### src/rtl/irq_agg_pkg.sv
package irq_agg_pkg;
   typedef enum logic [0:0] {
      KIND_MASK   = 1'b0,
      KIND_STATUS = 1'b1
   } reg_kind_e;

   function automatic int unsigned addr_bits(input int unsigned n_ch);
      return (2 * n_ch <= 2) ? 1 : $clog2(2 * n_ch);
   endfunction
endpackage

### src/rtl/irq_mask_reg.sv
module irq_mask_reg #(
   parameter int unsigned W = 8
) (
   input  logic         clk,
   input  logic         rst_n,
   input  logic         we,
   input  logic [W-1:0] wdata,
   output logic [W-1:0] mask
);
   always_ff @(posedge clk) begin
      if (!rst_n)  mask <= '1;
      else if (we) mask <= wdata;
   end

   // every source rejected right after reset
   p_mask_reset_r1: assert property (@(posedge clk) disable iff (!rst_n)
      $rose(rst_n) |-> (mask == '1));

   // mask holds when not written
   p_mask_hold_r8: assert property (@(posedge clk) disable iff (!rst_n)
      !we |=> $stable(mask));
endmodule

### src/rtl/irq_status_reg.sv
module irq_status_reg #(
   parameter int unsigned W = 8
) (
   input  logic         clk,
   input  logic         rst_n,
   input  logic [W-1:0] evt,
   input  logic         clr,
   output logic [W-1:0] status
);
   logic [W-1:0] kept;

   assign kept = clr ? '0 : status;

   always_ff @(posedge clk) begin
      if (!rst_n) status <= '0;
      else        status <= kept | evt;
   end

   // latched bits survive without a clearing read
   p_sticky_r2: assert property (@(posedge clk) disable iff (!rst_n)
      !clr |=> ((status & $past(status)) == $past(status)));

   // a pulse is always captured, even during a clear
   p_capture_r5: assert property (@(posedge clk) disable iff (!rst_n)
      1'b1 |=> ((status & $past(evt)) == $past(evt)));

   // a quiet clear empties the register
   p_clear_r4: assert property (@(posedge clk) disable iff (!rst_n)
      (clr && (evt == '0)) |=> (status == '0));
endmodule

### src/rtl/irq_gate.sv
module irq_gate #(
   parameter int unsigned W       = 8,
   parameter bit          PIN_REG = 1'b0
) (
   input  logic         clk,
   input  logic         rst_n,
   input  logic [W-1:0] status,
   input  logic [W-1:0] mask,
   input  logic         route_en,
   output logic         irq,
   output logic         pin,
   output logic         pin_oe
);
   logic [W-1:0] open_bits;

   assign open_bits = status & ~mask;
   assign irq       = |open_bits;

   generate
      if (PIN_REG) begin : g_pin_reg
         always_ff @(posedge clk) begin
            if (!rst_n) begin
               pin    <= 1'b0;
               pin_oe <= 1'b0;
            end else begin
               pin    <= route_en & irq;
               pin_oe <= route_en;
            end
         end
      end else begin : g_pin_comb
         assign pin    = route_en & irq;
         assign pin_oe = route_en;

         // a released pin never drives high
         p_pin_quiet_r7: assert property (@(posedge clk) disable iff (!rst_n)
            !pin_oe |-> !pin);
      end
   endgenerate

   // a fully masked channel stays silent
   p_masked_quiet_r3: assert property (@(posedge clk) disable iff (!rst_n)
      (mask == '1) |-> !irq);

   // an interrupt needs a latched source
   p_irq_has_src_r3: assert property (@(posedge clk) disable iff (!rst_n)
      irq |-> (status != '0));
endmodule

### src/rtl/irq_bus_decode.sv
module irq_bus_decode
   import irq_agg_pkg::*;
#(
   parameter int unsigned NUM_CH = 2,
   parameter int unsigned ADDR_W = 2
) (
   input  logic              bus_wr,
   input  logic              bus_rd,
   input  logic [ADDR_W-1:0] bus_addr,
   output logic [NUM_CH-1:0] mask_we,
   output logic [NUM_CH-1:0] stat_clr,
   output reg_kind_e         sel_kind,
   output logic              sel_hit
);
   logic [NUM_CH-1:0] hit_mask;
   logic [NUM_CH-1:0] hit_stat;

   for (genvar c = 0; c < NUM_CH; c++) begin : g_dec
      assign hit_mask[c] = (bus_addr == ADDR_W'(c));
      assign hit_stat[c] = (bus_addr == ADDR_W'(NUM_CH + c));
      assign mask_we[c]  = bus_wr & hit_mask[c];
      assign stat_clr[c] = bus_rd & hit_stat[c];
   end

   assign sel_kind = (|hit_stat) ? KIND_STATUS : KIND_MASK;
   assign sel_hit  = (|hit_mask) | (|hit_stat);

   // one register selected at most
   always_comb begin
      a_one_sel_r10: assert ($onehot0({hit_mask, hit_stat}));
   end
endmodule

### src/rtl/irq_aggregator.sv
module irq_aggregator
   import irq_agg_pkg::*;
#(
   parameter int unsigned SRC_W   = 8,
   parameter int unsigned NUM_CH  = 2,
   parameter bit          PIN_REG = 1'b0,
   localparam int unsigned ADDR_W = addr_bits(NUM_CH),
   localparam int unsigned EVT_W  = NUM_CH * SRC_W
) (
   input  logic              clk,
   input  logic              rst_n,
   input  logic [EVT_W-1:0]  evt_i,
   input  logic [NUM_CH-1:0] route_en,
   input  logic              bus_wr,
   input  logic              bus_rd,
   input  logic [ADDR_W-1:0] bus_addr,
   input  logic [SRC_W-1:0]  bus_wdata,
   output logic [SRC_W-1:0]  bus_rdata,
   output logic [NUM_CH-1:0] irq_o,
   output logic [NUM_CH-1:0] pin_o,
   output logic [NUM_CH-1:0] pin_oe_o
);
   if (SRC_W < 1 || SRC_W > 32) begin : g_bad_width
      $error("irq_aggregator: SRC_W must lie in 1..32");
   end
   if (NUM_CH < 1 || NUM_CH > 16) begin : g_bad_count
      $error("irq_aggregator: NUM_CH must lie in 1..16");
   end

   logic [NUM_CH-1:0]            mask_we;
   logic [NUM_CH-1:0]            stat_clr;
   reg_kind_e                    sel_kind;
   logic                         sel_hit;
   logic [NUM_CH-1:0][SRC_W-1:0] mask_q;
   logic [NUM_CH-1:0][SRC_W-1:0] stat_q;
   logic [SRC_W-1:0]             rd_mux;

   irq_bus_decode #(.NUM_CH(NUM_CH), .ADDR_W(ADDR_W)) u_dec (
      .bus_wr   (bus_wr),
      .bus_rd   (bus_rd),
      .bus_addr (bus_addr),
      .mask_we  (mask_we),
      .stat_clr (stat_clr),
      .sel_kind (sel_kind),
      .sel_hit  (sel_hit)
   );

   for (genvar c = 0; c < NUM_CH; c++) begin : g_ch
      irq_mask_reg #(.W(SRC_W)) u_mask (
         .clk   (clk),
         .rst_n (rst_n),
         .we    (mask_we[c]),
         .wdata (bus_wdata),
         .mask  (mask_q[c])
      );

      irq_status_reg #(.W(SRC_W)) u_stat (
         .clk    (clk),
         .rst_n  (rst_n),
         .evt    (evt_i[c*SRC_W +: SRC_W]),
         .clr    (stat_clr[c]),
         .status (stat_q[c])
      );

      irq_gate #(.W(SRC_W), .PIN_REG(PIN_REG)) u_gate (
         .clk      (clk),
         .rst_n    (rst_n),
         .status   (stat_q[c]),
         .mask     (mask_q[c]),
         .route_en (route_en[c]),
         .irq      (irq_o[c]),
         .pin      (pin_o[c]),
         .pin_oe   (pin_oe_o[c])
      );

      // a status write leaves the latched bits alone
      p_stat_wr_ignored_r8: assert property (@(posedge clk) disable iff (!rst_n)
         (bus_wr && !bus_rd && (bus_addr == ADDR_W'(NUM_CH + c))
          && (evt_i[c*SRC_W +: SRC_W] == '0))
         |=> (stat_q[c] == $past(stat_q[c])));

      // reads elsewhere never clear this channel
      p_ch_indep_r9: assert property (@(posedge clk) disable iff (!rst_n)
         (!stat_clr[c] && irq_o[c] && !mask_we[c]) |=> irq_o[c]);
   end

   always_comb begin
      rd_mux = '0;
      for (int c = 0; c < NUM_CH; c++) begin
         if (sel_hit && sel_kind == KIND_MASK   && bus_addr == ADDR_W'(c))
            rd_mux = mask_q[c];
         if (sel_hit && sel_kind == KIND_STATUS && bus_addr == ADDR_W'(NUM_CH + c))
            rd_mux = stat_q[c];
      end
   end

   always_ff @(posedge clk) begin
      if (!rst_n)      bus_rdata <= '0;
      else if (bus_rd) bus_rdata <= rd_mux;
   end
endmodule

### config.mk
export PLATFORM = sky130hd
export DESIGN_NAME = irq_aggregator
export DESIGN_NICKNAME = d
export VERILOG_FILES = /design/src/rtl/irq_agg_pkg.sv /design/src/rtl/irq_mask_reg.sv /design/src/rtl/irq_status_reg.sv /design/src/rtl/irq_gate.sv /design/src/rtl/irq_bus_decode.sv /design/src/rtl/irq_aggregator.sv
export SDC_FILE = /design/constraint.sdc
export NUM_CORES = 1
export LEC_CHECK = 0
export ABC_AREA = 0
export CAP_MARGIN = 30
export CORE_UTILIZATION = 47
export DETAILED_ROUTE_END_ITERATION = 8
export HOLD_SLACK_MARGIN = 0.02
export MAX_ROUTING_LAYER = met4
export PLACE_DENSITY = 0.77
export SLEW_MARGIN = 20
export SYNTH_ARGS = -nofsm -noshare
export SYNTH_HDL_FRONTEND = slang
export SYNTH_SLANG_ARGS = --single-unit
### constraint.sdc
create_clock -name clk -period 1.6 [get_ports clk]
set_clock_uncertainty 0.1 [all_clocks]
set_input_delay 0.24 -clock clk [delete_from_list [all_inputs] [get_ports clk]]
set_output_delay 0.24 -clock clk [all_outputs]
set_load 0.02 [all_outputs]
* Word level (Yosys, flattened, before mapping) *
Cells that the tools add are included.

operators by class
  add/subtract/negate cells = 0
  multipliers = 0
  div/mod/pow operators = 0
  magnitude comparators = 0
  equal/unequal tests = 3
  shift operators = 0
  mux-type cells = 7
  bitwise logic cells = 14
  reduce and logical (&&, ||, !) cells = 11

operator list
  kind                                           number
  two-way mux 8 bit                              6
  AND 8 bit                                      2
  inverter 8 bit                                 2
  OR 8 bit                                       2
  OR reduction 8 bit                             2
  AND 1 bit                                      6
  logical AND 1 bit                              6
  == test 2 bit, second input constant           2
  OR reduction 2 bit                             2
  == test 2 x 1 -> 1 bit, second input constant  1
  zero test 2 bit                                1
  two-way mux 1 bit                              1
  inverter 1 bit                                 1
  OR 1 bit                                       1

word-level totals
  flip-flop bits (word level) = 40
  bits in latches = 0
  bits in writable memories = 0
  bits in read-only memories = 0
  input port bits = 32
  output and inout port bits = 14
  logic and storage cells = 40
  memories = 0

* Longest topological paths before layout *
Gate-level depths: netlist (run 1).

  depth in word-level cells = 10
  depth in mapped cells = 5
  gate-level depth less buffers = 3

* Hierarchy *
A second synthesis (run 1) with hierarchy kept.

second synthesis, totals
  cells, all modules = 208
  area total of the unflattened synthesis = 1883.1 µm²

modules (own cells, without submodules)
  module          instances  cells each  area each (µm²)  seq. area each (µm²)
  irq_mask_reg    2          26          285.3            160.2
  irq_aggregator  1          69          550.5            160.2
  irq_status_reg  2          25          275.3            160.2
  irq_gate        2          15          81.3             0.0
  irq_bus_decode  1          7           48.8             0.0

* Worst setup path before layout (run 1) *
Ideal clock, no wire load.

  path kind = reg-to-output
  from = register g_ch[0].u_stat.status[3]
  to = output irq_o[0]
  data arrival time = 1080 ps
  data required time = 1260 ps
  setup slack = 180 ps
  cell stages (with the launch flop) = 5
  buffers on the path = 1
  cell sequence = dfxtp_1 inv_1 o22ai_1 or4_1 buf_4

on the way
  cells in the longest elaborated chain, start to end = 2

RTL lines
  item                    RTL line              text
  from (decl)             irq_status_reg.sv:8   output logic [W-1:0] status
  from (signal assigned)  irq_status_reg.sv:16  else status <= kept | evt;
  AND 8 bit               irq_gate.sv:16        assign open_bits = status & ~mask;
  OR reduction 8 bit      irq_gate.sv:17        assign irq = |open_bits;
  to (decl)               irq_aggregator.sv:19  output logic [NUM_CH-1:0] irq_o,

No other way between the ends.

* Final worst setup path (run 1) *
  from = register g_ch[0].u_stat.status[6]
  to = output irq_o[0]

The elaborated chain is that of the path after synthesis.

==> results of run 1 <==
-- layout by cell type, fill, tap and decap left out --
master / Yosys / layout
buf_4: 6 / 40
nand2_1: 32 / 32
clkdlybuf4s50_1: 0 / 31
dfxtp_1: 40 / 22
nand3_1: 18 / 18
dfxtp_2: 0 / 18
a21oi_1: 16 / 16
nor2b_1: 16 / 16
mux2i_1: 16 / 16
nand3b_1: 11 / 11
inv_2: 0 / 10
o221ai_1: 8 / 8
inv_1: 16 / 6
clkbuf_8: 0 / 6
dlymetal6s2s_1: 0 / 6
o22ai_2: 0 / 5
dlygate4sd2_1: 0 / 4
buf_6: 4 / 4
o22ai_1: 8 / 3
or4_4: 0 / 2
o41a_1: 2 / 2
clkbuf_1: 7 / 2
buf_12: 0 / 2
and3b_1: 1 / 1
or3b_1: 1 / 1
nor3b_2: 1 / 1
-- per-stage QoR --
| step | utilization | worst slack (ns) | power [µW] | cells |
|---|---|---|---|---|
| after floorplan | - | 0.180 | 1360 | 205 |
| final | 0.737 | -0.142 | 2310 | 331 |
| after CTS | 0.730 | -0.145 | 2300 | 331 |
| after detailed placement | 0.692 | -0.253 | 1630 | 323 |
| after global routing | 0.737 | -0.182 | 2420 | 331 |
| after global placement | 0.692 | -0.219 | 1610 | 323 |
-- registers in the layout, indices dropped and copies added, names as in the netlist --
signal              count
g_ch.u_stat.status     16
bus_rdata               8
g_ch.u_mask.mask       16
-- per-layer routing --
layer,share of wire,track usage,vias up
met4,0.022,0.102,0
met2,0.47,0.424,70
met5,0,-,-
li1,-,-,862
met1,0.43,0.328,804
met3,0.081,0.0589,12
-- cell usage after synthesis, drive strengths merged --
master	count	share of area
o41a	2	0.013
a21oi	16	0.045
dfxtp	40	0.45
and3b	1	0.0049
nor2b	16	0.056
o221ai	8	0.039
nand3	18	0.050
mux2i	16	0.089
or3b	1	0.0049
o22ai	8	0.028
nor3b	1	0.0070
inv	16	0.033
or4	2	0.0083
buf	10	0.050
clkbuf	7	0.015
nand2	32	0.067
nand3b	11	0.046
-- worst max-delay path: cells and delay by family (launching register included) --
family / cells / cell delay [ns]
AND/OR/NAND/NOR: 1 / 0.53
buffers and inverters: 2 / 0.20
AO/OA/AOI/OAI: 1 / 0.07
flip-flops: 1 / 0.32
-- power by group through the flow --
stage | clock network (µW) | registers (µW) | logic (µW)
after global routing | 743 | 1120 | 557
after floorplan | 0 | 1150 | 218
after global placement | 0 | 1120 | 492
after detailed placement | 0 | 1130 | 502
final | 675 | 1110 | 520
after CTS | 676 | 1110 | 517
-- cells by family (layout without fill, tap and decap cells) --
family / Yosys count / after routing
buffers and inverters: 33 / 111
and+or+nand+nor: 82 / 82
AOI/OAI and AO/OA: 34 / 34
DFF: 40 / 40
muxes: 16 / 16
-- worst min path at each step --
stage               slack [ns]                                  end
floorplan                 0.26  g_ch[1].u_mask.mask[0]$_SDFFE_PN1P_
global placement          0.38            bus_rdata[3]$_SDFFE_PN0P_
detailed placement        0.39            bus_rdata[3]$_SDFFE_PN0P_
CTS                       0.41            bus_rdata[3]$_SDFFE_PN0P_
global route              0.45            bus_rdata[1]$_SDFFE_PN0P_
finish                    0.41            bus_rdata[3]$_SDFFE_PN0P_
-- layout make-up --
| cell class | instances | area, µm² |
|---|---|---|
| timing repair buffer | 87 | 806 |
| multi-input combinational | 132 | 860 |
| fill | 270 | 962 |
| clock buffer | 8 | 90.1 |
| tap | 48 | 60.1 |
| inverter | 16 | 60.1 |
| sequential | 40 | 823 |
-- repair_timing --
item,4_1_cts,5_1_grt
setup endpoints to repair,8,10
gates resized for setup,54,15
pin swaps,4,3
setup buffers,0,0
==> reports/qor.csv, run 1 <==
stage,metric,value,unit
clock_tree,cts-buffers-inserted,5,
clock_tree,clockBufferDepth,2,
clock_tree,root_buffer,clkbuf_8,
global_route,grt_pass1_wl,7940,µm
critical_path,crit_type,flop to output pin,
timing,setup_slack,-0.142,ns
worst_hold_path,hold_path_startpoint,bus_rdata[3]$_SDFFE_PN0P_,
timing,relSlewSlack,0.762,
placement,placed_area,2530,µm²
critical_path,worstReg2RegEnd,bus_rdata[7]$_SDFFE_PN0P_,
timing,finalSetupViolations,4,
worst_hold_path,hold_depth,2,
drt,viasPerCell,5.28,
die,die_area,4080,µm²
pwr,p_per_area,855,nW/µm²
drt,dr.pass1.iters,4,
die,ios,46,
global_route,grt_pass1_vias,1726,
final_layout,syn_to_final_growth,50.1,%
status,violations,setup timing,
critical_path,slowest_stage,or4_4,
critical_path,cp_slowest_stage_delay,0.53,ns
worst_hold_path,hold_path.class,flop to flop,
clock_tree,htreeDepth,2,
global_route,antenna_found_initial,0,
critical_path,crit_fanout,2,
pwr,pwr-share-seq,0.482,
timing,worstMarginPinSlew,0.356,ns
die,core,3660,µm²
die,die_h,63.9,µm
clock_tree,cts_hold_buf,0,
yosys,synth-xor-area-share,0,
die,rows,22,
die,start_util,0.491,
timing,fin_setup_tns,-0.366,ns
placement,dp.final_hpwl,3490,µm
yosys,synth_cells,205,
critical_path,crit_start,g_ch[0].u_stat.status[6]$_SDFF_PN0_,
clock_tree,clkTransAtPathRegs,0.07,ns
placement,gp_congestion,0.818,
die,die_w,63.9,µm
final_layout,diodes,0,
drt,ant_nets,0,
critical_path,crit_required,1.26,ns
yosys,ys_seq_elements,40,
drt,wire_per_inst,14.3,µm
pwr,switchingPower,595,µW
critical_path,rrSetupSlack,0.58,ns
pwr,clkPwrFrac,0.292,
clock_tree,cts_sinks,40,
yosys,synth_top_family_by_area,simple AND/OR/NAND/NOR gates,
yosys,synth-seq-area-share,0.445,
yosys,synthesis.area,1800,µm²
timing,whs,0.406,ns
critical_path,cp.arrival,1.40,ns
critical_path,r2r_cells,3,
timing,period_minus_slack,1.74,ns
drt,num_vias,1748,
pwr,combPwrFrac,0.225,
critical_path,path_cells,"inv_2, o22ai_2, or4_4, buf_6",
yosys,muxShareOfSynthArea,0.0891,
timing,finalMaxSlewViolations,0,
timing,hold_viol,0,
yosys,syn_avg_cell_area,8.77,µm²
global_route,track_usage,0.266,
yosys,syn_nets,237,
yosys,synth_compound_area_frac,0.124,
job,drv_cap,0,
final_layout,final_nets,314,
yosys,ys_types,18,
global_route,overflow,0,
timing,fin_crit_sh,1.09,
timing,fmax,0.574,GHz
clock_tree,insertion_delay,0.28,ns
pwr,internal_power,1710,µW
pwr,power.switching_fraction,0.258,
critical_path,critPathCapture,irq_o[0],
drt,drt_wl_total,4730,µm
yosys,yosys.area_share.simple,0.244,
drt,drcViolationCount,0,
timing,rsz0062_at_grt,true,
critical_path,cp-end-kind,output pin,
pwr,power_leakage,0.00128,µW
global_route,grt_max_degree,41,
critical_path,startpoint_type,flop,
yosys,yosysWarnings,0,
yosys,synth_adder_area_share,0,
final_layout,design_area,2700,µm²
final_layout,drive_gt1_frac,0.311,
drt,drt-initial-drc-count,129,
placement,portBuffers,45,
clock_tree,cts_tree,built,
critical_path,r2r_start,g_ch[0].u_stat.status[7]$_SDFF_PN0_,
status,status,"complete, but fails checks",
pwr,max-vdd-ir-drop,0.549,mV
Power figures use the tool's default switching activity.
==> inputs of run 2 (changes only) <==
--- a/config.mk
+++ b/config.mk
@@ -8,6 +8,7 @@
 export ABC_AREA = 0
 export CAP_MARGIN = 30
 export CORE_UTILIZATION = 47
+export CTS_CLUSTER_DIAMETER = 40
 export DETAILED_ROUTE_END_ITERATION = 8
 export HOLD_SLACK_MARGIN = 0.02
 export MAX_ROUTING_LAYER = met4
==> results of run 2 <==
No change in the layout: final DEF, timing and power equal those of run 1.
